**src/rtl/sclk_hold_pkg.sv**
```systemverilog
package sclk_hold_pkg;

    typedef enum logic [1:0] {
        MODE_RUN  = 2'd0,
        MODE_SYNC = 2'd1,
        MODE_PDN  = 2'd2
    } hold_mode_e;

endpackage

```
**src/rtl/sclk_hold_counter.sv**
```systemverilog
module sclk_hold_counter #(
    parameter int SYNC_PERIODS = 4,
    parameter int PDN_PERIODS  = 20
) (
    input  logic clk_i,
    input  logic rst_ni,
    input  logic sclk_i,
    input  logic tick_i,
    output logic fall_o,
    output logic sync_hit_o,
    output logic pdn_hit_o
);
    localparam int CW = $clog2(PDN_PERIODS + 1);
    localparam logic [CW-1:0] SYNC_LAST = CW'(SYNC_PERIODS - 1);
    localparam logic [CW-1:0] PDN_LAST  = CW'(PDN_PERIODS - 1);
    localparam logic [CW-1:0] CNT_MAX   = CW'(PDN_PERIODS);

    typedef struct packed {
        logic [CW-1:0] cnt;
        logic          sclk_prev;
    } cnt_state_t;

    cnt_state_t st_d, st_q;

    always_comb begin
        st_d           = st_q;
        st_d.sclk_prev = sclk_i;
        fall_o         = st_q.sclk_prev & ~sclk_i;
        sync_hit_o     = tick_i & sclk_i & (st_q.cnt == SYNC_LAST);
        pdn_hit_o      = tick_i & sclk_i & (st_q.cnt == PDN_LAST);
        if (fall_o) begin
            st_d.cnt = '0;
        end else if (tick_i) begin
            if (!sclk_i) begin
                st_d.cnt = '0;
            end else if (st_q.cnt != CNT_MAX) begin
                st_d.cnt = st_q.cnt + 1'b1;
            end
        end
    end

    always_ff @(posedge clk_i) begin
        if (!rst_ni) begin
            st_q <= '0;
        end else begin
            st_q <= st_d;
        end
    end


    cnt_saturate_chk: assert property (@(posedge clk_i) disable iff (!rst_ni)
        st_q.cnt <= CNT_MAX);


    low_tick_clears_chk: assert property (@(posedge clk_i) disable iff (!rst_ni)
        (tick_i && !sclk_i) |=> (st_q.cnt == '0));

endmodule

```
**src/rtl/sclk_hold_fsm.sv**
```systemverilog
module sclk_hold_fsm
    import sclk_hold_pkg::*;
#(
    parameter int PULSE_CLKS = 3
) (
    input  logic clk_i,
    input  logic rst_ni,
    input  logic sync_hit_i,
    input  logic pdn_hit_i,
    input  logic fall_i,
    output logic mod_rst_o,
    output logic pwr_down_o,
    output logic pin_force_o,
    output logic pin_level_o,
    output logic restart_o,
    output logic hold_next_o
);
    localparam int PW = $clog2(PULSE_CLKS + 1);

    typedef struct packed {
        hold_mode_e    mode;
        logic [PW-1:0] pulse;
        logic          restart;
    } fsm_state_t;

    fsm_state_t st_d, st_q;

    always_comb begin
        st_d         = st_q;
        st_d.restart = 1'b0;
        if (st_q.pulse != '0) begin
            st_d.pulse = st_q.pulse - 1'b1;
        end
        unique case (st_q.mode)
            MODE_RUN: begin
                if (sync_hit_i) begin
                    st_d.mode  = MODE_SYNC;
                    st_d.pulse = PW'(PULSE_CLKS);
                end
            end
            MODE_SYNC: begin
                if (fall_i) begin
                    st_d.mode    = MODE_RUN;
                    st_d.pulse   = '0;
                    st_d.restart = 1'b1;
                end else if (pdn_hit_i) begin
                    st_d.mode = MODE_PDN;
                end
            end
            MODE_PDN: begin
                if (fall_i) begin
                    st_d.mode    = MODE_RUN;
                    st_d.pulse   = '0;
                    st_d.restart = 1'b1;
                end
            end
            default: begin
                st_d.mode  = MODE_RUN;
                st_d.pulse = '0;
            end
        endcase
        hold_next_o = (st_d.mode != MODE_RUN);
    end

    always_ff @(posedge clk_i) begin
        if (!rst_ni) begin
            st_q <= '{mode: MODE_RUN, pulse: '0, restart: 1'b0};
        end else begin
            st_q <= st_d;
        end
    end

    assign mod_rst_o   = (st_q.mode != MODE_RUN);
    assign pwr_down_o  = (st_q.mode == MODE_PDN);
    assign pin_force_o = mod_rst_o;
    assign pin_level_o = mod_rst_o & (st_q.pulse == '0);
    assign restart_o   = st_q.restart;


    pulse_starts_low_chk: assert property (@(posedge clk_i) disable iff (!rst_ni)
        $rose(pin_force_o) |-> !pin_level_o);


    pdn_implies_rst_chk: assert property (@(posedge clk_i) disable iff (!rst_ni)
        pwr_down_o |-> mod_rst_o);


    restart_single_chk: assert property (@(posedge clk_i) disable iff (!rst_ni)
        restart_o |=> !restart_o);


    level_no_refall_chk: assert property (@(posedge clk_i) disable iff (!rst_ni)
        (pin_level_o && pin_force_o) |=> (pin_level_o || !pin_force_o));

endmodule

```
**src/rtl/sclk_valid_tracker.sv**
```systemverilog
module sclk_valid_tracker #(
    parameter int VALID_PULSES = 6
) (
    input  logic clk_i,
    input  logic rst_ni,
    input  logic tick_i,
    input  logic hold_now_i,
    input  logic hold_next_i,
    output logic valid_o
);
    localparam int VW = $clog2(VALID_PULSES + 1);
    localparam logic [VW-1:0] V_MAX = VW'(VALID_PULSES);

    typedef struct packed {
        logic [VW-1:0] cnt;
    } val_state_t;

    val_state_t st_d, st_q;

    always_comb begin
        st_d = st_q;
        if (hold_now_i || hold_next_i) begin
            st_d.cnt = '0;
        end else if (tick_i && (st_q.cnt != V_MAX)) begin
            st_d.cnt = st_q.cnt + 1'b1;
        end
    end

    always_ff @(posedge clk_i) begin
        if (!rst_ni) begin
            st_q <= '0;
        end else begin
            st_q <= st_d;
        end
    end

    assign valid_o = (st_q.cnt == V_MAX);


    valid_needs_tick_chk: assert property (@(posedge clk_i) disable iff (!rst_ni)
        $rose(valid_o) |-> $past(tick_i));

endmodule

```
**src/rtl/sclk_hold_ctrl.sv**
```systemverilog
module sclk_hold_ctrl #(
    parameter int SYNC_PERIODS = 4,
    parameter int PDN_PERIODS  = 20,
    parameter int PULSE_CLKS   = 3,
    parameter int VALID_PULSES = 6
) (
    input  logic clk_i,
    input  logic rst_ni,
    input  logic sclk_i,
    input  logic period_tick_i,
    output logic mod_rst_o,
    output logic pwr_down_o,
    output logic pin_force_o,
    output logic pin_level_o,
    output logic restart_o,
    output logic data_valid_o
);
    logic fall, sync_hit, pdn_hit, hold_next;

    sclk_hold_counter #(
        .SYNC_PERIODS(SYNC_PERIODS),
        .PDN_PERIODS (PDN_PERIODS)
    ) u_cnt (
        .clk_i     (clk_i),
        .rst_ni    (rst_ni),
        .sclk_i    (sclk_i),
        .tick_i    (period_tick_i),
        .fall_o    (fall),
        .sync_hit_o(sync_hit),
        .pdn_hit_o (pdn_hit)
    );

    sclk_hold_fsm #(
        .PULSE_CLKS(PULSE_CLKS)
    ) u_fsm (
        .clk_i      (clk_i),
        .rst_ni     (rst_ni),
        .sync_hit_i (sync_hit),
        .pdn_hit_i  (pdn_hit),
        .fall_i     (fall),
        .mod_rst_o  (mod_rst_o),
        .pwr_down_o (pwr_down_o),
        .pin_force_o(pin_force_o),
        .pin_level_o(pin_level_o),
        .restart_o  (restart_o),
        .hold_next_o(hold_next)
    );

    sclk_valid_tracker #(
        .VALID_PULSES(VALID_PULSES)
    ) u_val (
        .clk_i      (clk_i),
        .rst_ni     (rst_ni),
        .tick_i     (period_tick_i),
        .hold_now_i (mod_rst_o),
        .hold_next_i(hold_next),
        .valid_o    (data_valid_o)
    );


    restart_after_hold_chk: assert property (@(posedge clk_i) disable iff (!rst_ni)
        restart_o |-> (!mod_rst_o && $past(mod_rst_o)));


    valid_not_in_hold_chk: assert property (@(posedge clk_i) disable iff (!rst_ni)
        data_valid_o |-> !mod_rst_o);


    early_fall_quiet_chk: assert property (@(posedge clk_i) disable iff (!rst_ni)
        (fall && !mod_rst_o) |=> !restart_o);

endmodule

```
**config.mk**
```make
export PLATFORM = sky130hd
export DESIGN_NAME = sclk_hold_ctrl
export DESIGN_NICKNAME = d
export VERILOG_FILES = /design/src/rtl/sclk_hold_pkg.sv /design/src/rtl/sclk_hold_counter.sv /design/src/rtl/sclk_hold_fsm.sv /design/src/rtl/sclk_valid_tracker.sv /design/src/rtl/sclk_hold_ctrl.sv
export SDC_FILE = /design/constraint.sdc
export NUM_CORES = 1
export LEC_CHECK = 0
export BUFFER_PORTS_ARGS = -buffer_cell sky130_fd_sc_hd__clkbuf_2
export CORE_UTILIZATION = 59
export DETAILED_ROUTE_END_ITERATION = 10
export PLACE_DENSITY = 0.89
export SYNTH_ARGS = -nofsm -noshare
export SYNTH_HDL_FRONTEND = slang
export SYNTH_SLANG_ARGS = --single-unit
```
**constraint.sdc**
```tcl
create_clock -name clk_i -period 3.7 [get_ports clk_i]
set_clock_uncertainty 0.05 [all_clocks]
set_input_delay 0.37 -clock clk_i [delete_from_list [all_inputs] [get_ports clk_i]]
set_output_delay 0.37 -clock clk_i [all_outputs]
set_load 0.05 [all_outputs]
```
==> impl_metrics.json, run 1 <==
{
  "setup_viol": 0,
  "synth_simple_gate_area_share_pct": 23.8,
  "ys_warn_count": 0,
  "numPortBuffers": 9,
  "worstSetupPathType": "reg -> out",
  "grt_pass1_wl_mm": 2.62,
  "ios": 10,
  "start_util_pct": 63.6,
  "place_ws_ps": 2000,
  "drt_first_pass_iters": 4,
  "outcome": "completed",
  "fin_nets": 115,
  "crit_slowest_cell": "dfxtp_1",
  "multi_input_area_um2": 490,
  "synth_compound_area_share_pct": 18.0,
  "wl_per_cell_um": 14.0,
  "fin_crit_ps": 2030,
  "final-hold-violation-count": 0,
  "die_h_um": 39.4,
  "regArea_um2": 280,
  "place_area_um2": 865,
  "synth_area_um2": 827,
  "fin_util_pct": 69.2,
  "drv_slew": 0,
  "grt_remaining_overflow": 0,
  "cp_max_fo": 8,
  "period_share_pct": 54.9,
  "cts_buffer_depth": 2,
  "synth_top_cell_area_share_pct": 33.9,
  "path_cells": "inv_1 -> ha_1 -> nor3_1 -> clkbuf_2",
  "synth-seq-cells": 14,
  "post_cts_resized": 0,
  "cts_max_level": 1,
  "max-vdd-ir-drop_v": 0.000197,
  "routed_wl_mm": 1.64,
  "worst_pin_slew_ps": 305,
  "final.setup.tns_ps": 0,
  "vias": 696,
  "post_cts.repair.setup_buffers": 0,
  "drc": 0,
  "crit_family": "flip-flops",
  "die_w_um": 39.4,
  "cts_root_buffer": "clkbuf_4",
  "gp_congestion": 0.895,
  "cts_tree": "done",
  "synthAdderAreaFrac_pct": 12.1,
  "ys_async_sr_fraction_pct": 0,
  "avgSynthCellArea_um2": 8.99,
  "yosysTopAreaCell": "dfxtp_1",
  "track_usage_pct": 26.0,
  "clock_latency_ps": 290,
  "cp.arrival_ps": 1610,
  "row_count": 13,
  "p_per_area_nw_per_um2": 329,
  "grt_pass1_vias": 615,
  "clk_pin_slew_ps": 90,
  "rsz0062_at_grt": "false",
  "fmax_mhz": 493,
  "power.leakage_nw": 0.400,
  "synth_cell_types": 33,
  "grt_antenna_before_repair": 0,
  "relSlewSlack_pct": 79.6,
  "synth-xor-area-share_pct": 4.24,
  "critPathRequiredTime_ps": 3280,
  "startpoint_type": "register",
  "cts_inserted_buffers": 3,
  "crit_buf_inv": 2,
  "area_delta_synth_final_pct": 8.93,
  "maxCapViolCount": 0,
  "drive_above_1_share_pct": 20.6,
  "cp-end-kind": "output pin",
  "core_um2": 1300,
  "synthFlopType": "dfxtp_1",
  "fillers": 112,
  "synth_mux_area_share_pct": 1.21,
  "ant_nets": 0,
  "synth_top_family_by_area": "simple AND/OR/NAND/NOR gates",
  "cts-hold-fix-buffers": 0,
  "seq_area_frac_synth_pct": 33.9,
  "synth_enable_flop_cells": 0,
  "crit_path_max_incr_delay_ps": 430,
  "whs_ps": 322,
  "finalWorstSetupSlack_ps": 1670,
  "grt_max_degree": 11,
  "yosysMostFrequentCell": "dfxtp_1",
  "design_area_um2": 901,
  "synth.net_count": 104,
  "dpl.hpwl_mm": 1.21,
  "clock-sinks": 14,
  "avgViaCountPerCell": 5.95,
  "drt_iter0_markers": 44,
  "synthTopCellsByCount": "dfxtp_1 (14), a21oi_1 (9), ha_1 (8), inv_1 (8), nor2_1 (7)",
  "n_antenna_cell": 0,
  "dieArea_um2": 1560,
  "hold_path_class": "in -> reg",
  "synth.top_cells.by_area": "dfxtp_1 (34%), ha_1 (12%), a21oi_1 (5.4%)",
  "synth_cells": 92
}
[cell families after synthesis]
| group | count (synthesis) |
|---|---|
| adders and majority gates | 8 |
| and+or+nand+nor | 32 |
| xor gates and xnor gates | 4 |
| muxes | 1 |
| AOI/OAI and AO/OA | 22 |
| buffers and inverters | 11 |
| DFF | 14 |
[registers in the layout, summed over array words and instances (netlist names)]
name             count
u_val.st_q           3
u_cnt.st_q           6
u_fsm.restart_o      1
u_fsm.st_q           4
[per-stage QoR]
stage / total power [mW] / instances
after floorplan: 0.180 / 92
after global placement: 0.185 / 113
after detailed placement: 0.187 / 113
after CTS: 0.300 / 117
after global routing: 0.310 / 117
final: 0.296 / 117
[power by group]
group / switching (mW) / leakage (nW) / total (mW) / internal (mW)
Sequential: 0.00349 / 0.114 / 0.158 / 0.155
Clock: 0.0530 / 0.0210 / 0.113 / 0.0601
Combinational: 0.0147 / 0.265 / 0.0255 / 0.0108
[cell type report]
cell class / instances / share of cell area, %
repair buffers: 9 / 5.00
well taps: 15 / 2.08
clock buffers: 4 / 4.03
inverters: 8 / 3.33
multi-input cells: 67 / 54.4
flip-flops and latches: 14 / 31.1
[per-layer routing]
metal / global-route usage [%] / wire length [µm] / vias up / part of all wire [%]
li1: - / - / 341 / -
met1: 30.6 / 735 / 329 / 45
met2: 40.2 / 776 / 22 / 47
met3: 11.9 / 97 / 4 / 5.9
met4: 10.3 / 26 / 0 / 1.6
met5: 0 / 0 / - / 0
[placed cells by master (no fill, tap or decap)]
cell type and n:
clkbuf_4 3, clkbuf_2 9, nor2_1 7, nand4b_1 4, o21ai_0 2, dfxtp_1 14, xor2_1 3, nand2_1 5
clkbuf_8 1, nor3b_1 1, inv_1 8, o211ai_2 1, and4b_4 1, and2_1 1, nand3_1 2, a31oi_1 1
a21o_1 1, and3_2 1, nor3_1 3, o211ai_1 3, a21oi_1 9, a22oi_1 1, mux2i_1 1, and3_1 2
o2111ai_1 1, a21boi_2 1, and2_2 1, ha_1 8, a21oi_2 2, nand2b_4 1, xnor2_1 1, or2_1 1
or3b_1 1, nand3b_1 1
[final timing paths]
path | start | end | slack (ps) | cells past startpoint
max reg2reg | u_fsm.st_q[3]$_SDFF_PN0_ | u_val.st_q[2]$_SDFFE_PP0P_ | 2040 | 6
max | u_fsm.st_q[3]$_SDFF_PN0_ | pin_level_o | 1670 | 4
min | sclk_i | u_cnt.st_q[0]$_SDFF_PN0_ | 320 | 2
min reg2reg | u_fsm.st_q[2]$_SDFF_PN0_ | u_fsm.st_q[2]$_SDFF_PN0_ | 460 | 2
No activity file was read; power rests on OpenSTA's default activity.
==> run 2, diff against run 1 <==
--- a/config.mk
+++ b/config.mk
@@ -5,10 +5,11 @@
 export SDC_FILE = /design/constraint.sdc
 export NUM_CORES = 1
 export LEC_CHECK = 0
+export ABC_AREA = 1
 export BUFFER_PORTS_ARGS = -buffer_cell sky130_fd_sc_hd__clkbuf_2
-export CORE_UTILIZATION = 59
+export CORE_UTILIZATION = 50
 export DETAILED_ROUTE_END_ITERATION = 10
-export PLACE_DENSITY = 0.89
+export PLACE_DENSITY = 0.81
 export SYNTH_ARGS = -nofsm -noshare
 export SYNTH_HDL_FRONTEND = slang
 export SYNTH_SLANG_ARGS = --single-unit
==> constraint.sdc (replaced) <==
create_clock -name clk_i -period 1.8 [get_ports clk_i]
set_clock_uncertainty 0.05 [all_clocks]
set_input_delay 0.18 -clock clk_i [delete_from_list [all_inputs] [get_ports clk_i]]
set_output_delay 0.18 -clock clk_i [all_outputs]
set_load 0.05 [all_outputs]
==> run 2 against run 1 <==
  * Flip-flop and latch count did not move
  * Largest cell class unchanged
  * Synthesized area grew 1.2%
  * Critical path depth did not move
  * Core utilization shrank 8.5 points
  * Setup slack got worse by 1600 ps
==> impl_metrics.json, run 2 <==
{
  "core_um2": 1540,
  "synth_area_um2": 837,
  "avgSynthCellArea_um2": 7.15,
  "critPathRequiredTime_ps": 1570,
  "path_cells": "inv_1 -> ha_1 -> nor3_2 -> buf_2",
  "numPortBuffers": 9,
  "synth_top_cell_area_share_pct": 33.5,
  "synth_enable_flop_cells": 0,
  "seq_power_share_pct": 54.1,
  "power.switching_uw": 141,
  "grt_max_degree": 9,
  "row_count": 14,
  "cts_max_level": 1,
  "cp.arrival_ps": 1460,
  "crit_cells": 4,
  "ios": 10,
  "mostFrequentLayoutCell": "nand2_1",
  "power.leakage_nw": 0.473,
  "cts_inserted_buffers": 3,
  "grt_util_met1_pct": 24.9,
  "crit_family": "buffers and inverters",
  "synth.top_cells.by_area": "dfxtp_1 (33%), nand2_1 (12%), ha_1 (12%)",
  "hold_path_class": "in -> reg",
  "cp_max_fo": 6,
  "clock-sinks": 14,
  "mostFrequentLayoutCells": "nand2_1 (27), inv_1 (21), dfxtp_1 (14)",
  "cts_buffer_depth": 2,
  "vias": 745,
  "outcome": "completed",
  "rrSetupSlack_ps": 280,
  "die_w_um": 42.9,
  "setup_viol": 0,
  "ant_nets": 0,
  "pwr-share-comb_pct": 8.1,
  "crit_path_max_incr_delay_ps": 380,
  "clock_latency_ps": 280,
  "synth_simple_gate_area_share_pct": 31.2,
  "r2r_cells": 9,
  "fin_nets": 142,
  "synth_mux_area_share_pct": 0,
  "cts_root_buffer": "clkbuf_4",
  "synthFlopType": "dfxtp_1",
  "startpoint": "u_fsm.st_q[3]$_SDFF_PN0_",
  "synth-xor-area-share_pct": 5.23,
  "seq_area_frac_synth_pct": 33.5,
  "n_antenna_cell": 0,
  "grt_use_met3_pct": 6.81,
  "final-hold-violation-count": 0,
  "cp-end-kind": "output pin",
  "p_per_area_nw_per_um2": 639,
  "gp_congestion": 0.860,
  "wl_per_cell_um": 11.1,
  "design_area_um2": 936,
  "synthAdderAreaFrac_pct": 12.0,
  "post_cts.repair.setup_buffers": 0,
  "largest_reg_flops": 6,
  "final.setup.tns_ps": 0,
  "reg2reg_to": "u_val.st_q[0]$_SDFFE_PP0P_",
  "grt_pass1_vias": 675,
  "rsz0062_at_grt": "false",
  "avgViaCountPerCell": 5.14,
  "dpl.hpwl_mm": 1.21,
  "fmax_mhz": 591,
  "top_register": "u_cnt.st_q",
  "area_delta_synth_final_pct": 11.8,
  "r2r_start": "u_cnt.st_q[1]$_SDFFE_PP0P_",
  "ys_async_sr_fraction_pct": 0,
  "dieArea_um2": 1840,
  "synth_cell_types": 21,
  "die_h_um": 42.9,
  "top_usage_layer": "met2",
  "crit_buf_inv": 2,
  "max-vdd-ir-drop_v": 0.000451,
  "start_util_pct": 54.3,
  "fillers": 136,
  "synth-seq-cells": 14,
  "ys_warn_count": 0,
  "grt_remaining_overflow": 0,
  "fin_crit_ps": 1690,
  "internal-power_uw": 458,
  "grt_pass1_wl_mm": 2.83,
  "crit_slowest_cell": "dfxtp_1",
  "grt_antenna_before_repair": 0,
  "endpoint": "pin_level_o",
  "swShare_pct": 23.5,
  "cts_tree": "done",
  "drc": 0,
  "startpoint_type": "register",
  "synthTopCellsByCount": "nand2_1 (27), inv_1 (21), dfxtp_1 (14)",
  "clk_pin_slew_ps": 90,
  "yosysTopAreaCell": "dfxtp_1",
  "synth_cells": 117,
  "period_share_pct": 94.0,
  "yosysMostFrequentCell": "nand2_1",
  "top_regs": "u_cnt.st_q x6, u_fsm.st_q x4, u_val.st_q x3",
  "maxCapViolCount": 0,
  "drive_above_1_share_pct": 17.1,
  "relSlewSlack_pct": 80.8,
  "synth_top_family_by_area": "simple AND/OR/NAND/NOR gates",
  "drt_first_pass_iters": 6,
  "synth_compound_area_share_pct": 7.17,
  "drv_slew": 0,
  "place_area_um2": 900,
  "routed_wl_mm": 1.62,
  "grt.met2_usage_pct": 32.1,
  "worstSetupPathType": "reg -> out",
  "drt_iter0_markers": 20,
  "clockPowerShare_pct": 37.7,
  "synth.net_count": 129,
  "track_usage_pct": 20.6,
  "worst_pin_slew_ps": 287
}
## run 2: changes by cell type after synthesis, sizes merged, moves of 2 or more
cell,delta
nand3,+8
a21oi,-4
nand4,+2
o211ai,-4
nand2,+22
and3,-3
buf,-2
xor2,+2
and2,-2
inv,+13
nand4b,-4
nor2,+8
## run 2: worst min path at each step
stage / startpoint / endpoint / depth (start not counted)
2_1_floorplan: sclk_i / u_cnt.st_q[0]$_SDFF_PN0_ / 2
3_3_place_gp: sclk_i / u_cnt.st_q[0]$_SDFF_PN0_ / 3
3_5_place_dp: sclk_i / u_cnt.st_q[0]$_SDFF_PN0_ / 3
4_1_cts: sclk_i / u_cnt.st_q[0]$_SDFF_PN0_ / 3
5_1_grt: sclk_i / u_cnt.st_q[0]$_SDFF_PN0_ / 3
6_report: sclk_i / u_cnt.st_q[0]$_SDFF_PN0_ / 3
## run 2: cell type report
class | count | area, µm² | share of cell area, %
multi-input cells | 80 | 470 | 50.3
flip-flops and latches | 14 | 280 | 29.9
inverters | 22 | 83.8 | 8.96
repair buffers | 9 | 45.0 | 4.81
clock buffers | 4 | 36.3 | 3.88
well taps | 16 | 20.0 | 2.14
## run 2: per-stage QoR
stage / utilization (%) / total power, mW / hold WS, ps / setup slack (ps) / std cells
global placement: 58.4 / 0.377 / 364 / 410 / 141
finish: 60.7 / 0.598 / 78.7 / 108 / 145
floorplan: - / 0.365 / 223 / 193 / 117
CTS: 60.7 / 0.610 / 74.0 / 61.7 / 145
detailed placement: 58.4 / 0.380 / 378 / 343 / 141
global route: 60.7 / 0.631 / 86.6 / 13.9 / 145
## run 2: power by group through the flow
stage	combinational [mW]	clock, mW	sequential (mW)
after detailed placement	0.0482	0	0.331
after floorplan	0.0349	0	0.330
after CTS	0.0490	0.236	0.324
final	0.0487	0.226	0.324
after global placement	0.0466	0	0.331
after global routing	0.0560	0.250	0.325
## run 2: kinds of logic after synthesis
family / after synthesis
simple gates: 57
compound gates: 10
fa+ha+maj: 8
flops: 14
buf+inv: 23
xor+xnor: 5
## run 2: worst reg2reg max path, cell delays in order, from the launching register on
cell	delay (ps)
dfxtp_1	410
ha_1	250
inv_1	70
nor2_2	140
nand3_1	120
nand2_1	70
nand2_1	50
nand3_1	110
nand3_2	100
nor2_1	90
## run 2: per-layer routing
| metal | part of all wire, % | vias up |
|---|---|---|
| li1 | - | 386 |
| met1 | 45 | 340 |
| met2 | 49 | 17 |
| met3 | 4.8 | 2 |
| met4 | 0.62 | 0 |
| met5 | 0 | - |
## run 2: what timing repair did
| action | CTS | global route |
|---|---|---|
| gates resized for setup | 0 | 1 |
| hold buffers | 0 | 0 |
| endpoints found under the setup margin | 0 | 1 |
==> run 3, diff against run 2 <==
--- a/config.mk
+++ b/config.mk
@@ -9,7 +9,9 @@
 export BUFFER_PORTS_ARGS = -buffer_cell sky130_fd_sc_hd__clkbuf_2
 export CORE_UTILIZATION = 50
 export DETAILED_ROUTE_END_ITERATION = 10
+export MAX_ROUTING_LAYER = met4
 export PLACE_DENSITY = 0.81
+export SKIP_CTS_REPAIR_TIMING = 1
 export SYNTH_ARGS = -nofsm -noshare
 export SYNTH_HDL_FRONTEND = slang
 export SYNTH_SLANG_ARGS = --single-unit
==> run 3 against run 2 <==
  * Worst hold slack is essentially flat
  * Cell count stayed put
  * Flip-flop and latch count stayed put
  * Combinational power about the same
  * Critical path depth unchanged
  * Wire length did not move
  * Setup slack about the same
  * Die area unchanged
  * Sequential share of layout area did not move
  * Non-clock buffer count did not move
  * Via count unchanged
  * Largest power group unchanged
==> impl_metrics.json, run 3 (synthesis results as in run 2) <==
{
  "outcome": "completed",
  "final-hold-violation-count": 0,
  "mostFrequentLayoutCell": "nand2_1",
  "largest_reg_flops": 6,
  "startpoint_type": "register",
  "dieArea_um2": 1840,
  "top_register": "u_cnt.st_q",
  "grt_max_degree": 9,
  "grt_antenna_before_repair": 0,
  "start_util_pct": 54.3,
  "cts_tree": "done",
  "core_um2": 1540,
  "fmax_mhz": 591,
  "rsz0062_at_grt": "false",
  "mostFrequentLayoutCells": "nand2_1 (27), inv_1 (21), dfxtp_1 (14)",
  "ant_nets": 0,
  "n_antenna_cell": 0,
  "grt_pass1_wl_mm": 2.81,
  "critPathRequiredTime_ps": 1570,
  "r2r_cells": 9,
  "cts_buffer_depth": 2,
  "power.leakage_nw": 0.473,
  "maxCapViolCount": 0,
  "drt_first_pass_iters": 6,
  "die_h_um": 42.9,
  "finalWorstSetupSlack_ps": 108,
  "vias": 745,
  "finalPower_uw": 599,
  "final.setup.tns_ps": 0,
  "routed_wl_mm": 1.62,
  "grt_pass1_vias": 681,
  "cp-end-kind": "output pin",
  "worst_pin_slew_ps": 283,
  "track_usage_pct": 20.8,
  "row_count": 14,
  "cp.arrival_ps": 1460,
  "whs_path_depth": 3,
  "clk_pin_slew_ps": 90,
  "cts_inserted_buffers": 3,
  "fin_nets": 142,
  "drc": 0,
  "drive_above_1_share_pct": 17.1,
  "setup_viol": 0,
  "clock-sinks": 14,
  "ios": 10,
  "avgViaCountPerCell": 5.14,
  "max-vdd-ir-drop_v": 0.000451,
  "top_regs": "u_cnt.st_q x6, u_fsm.st_q x4, u_val.st_q x3",
  "instances_no_fill": 145,
  "worstSetupPathType": "reg -> out",
  "dp_cells": 141,
  "cts_max_level": 1,
  "period_share_pct": 94.0,
  "gp_congestion": 0.874,
  "fillers": 136,
  "cts_root_buffer": "clkbuf_4",
  "hold_path_class": "in -> reg",
  "drv_slew": 0,
  "dpl.hpwl_mm": 1.21,
  "clock_latency_ps": 280,
  "relSlewSlack_pct": 81.1,
  "area_delta_synth_final_pct": 11.8,
  "die_w_um": 42.9,
  "numPortBuffers": 9,
  "cp_max_fo": 6,
  "wl_per_cell_um": 11.1,
  "fin_crit_ps": 1690,
  "drt_iter0_markers": 20,
  "p_per_area_nw_per_um2": 640,
  "grt_remaining_overflow": 0,
  "place_ws_ps": 343,
  "rrSetupSlack_ps": 290
}
-- run 3: stage by stage --
stage	util [%]	hold WS, ps	area (µm²)
3_5_place_dp	58.4	378	900
6_report	60.7	78.3	936
5_1_grt	60.7	86.4	936
3_3_place_gp	58.4	364	900
2_1_floorplan	-	223	842
4_1_cts	60.7	74.0	936
-- run 3: path summary, 6_finish.rpt --
| kind | from | endpoint |
|---|---|---|
| max | u_fsm.st_q[3]$_SDFF_PN0_ | pin_level_o |
| min | sclk_i | u_cnt.st_q[0]$_SDFF_PN0_ |
| max reg2reg | u_cnt.st_q[1]$_SDFFE_PP0P_ | u_val.st_q[0]$_SDFFE_PP0P_ |
| min reg2reg | u_fsm.st_q[1]$_SDFF_PN0_ | u_fsm.st_q[2]$_SDFF_PN0_ |
-- run 3: layout make-up --
class | instances | area, µm² | share of cell area, %
inverters | 22 | 83.8 | 8.96
multi-input cells | 80 | 470 | 50.3
clock buffers | 4 | 36.3 | 3.88
well taps | 16 | 20.0 | 2.14
flip-flops and latches | 14 | 280 | 29.9
repair buffers | 9 | 45.0 | 4.81
-- run 3: per-layer routing --
metal	GRT usage, %	vias up	wire, µm	share of wire (%)
met3	5.53	4	76	4.7
li1	-	386	-	-
met2	32.1	17	796	49
met1	24.6	338	727	45
met4	10.6	0	15	0.93
met5	-	-	0	0
-- run 3: worst max-delay path, cell delays in order, from the launching register on --
cell and delay, ps:
dfxtp_1 380, inv_1 110, ha_1 290, nor3_2 120, buf_2 280
-- run 3: power breakdown --
| part | switching [mW] | internal [mW] |
|---|---|---|
| Sequential | 0.00662 | 0.317 |
| Clock | 0.103 | 0.123 |
| Combinational | 0.0312 | 0.0175 |
| Total | 0.141 | 0.458 |
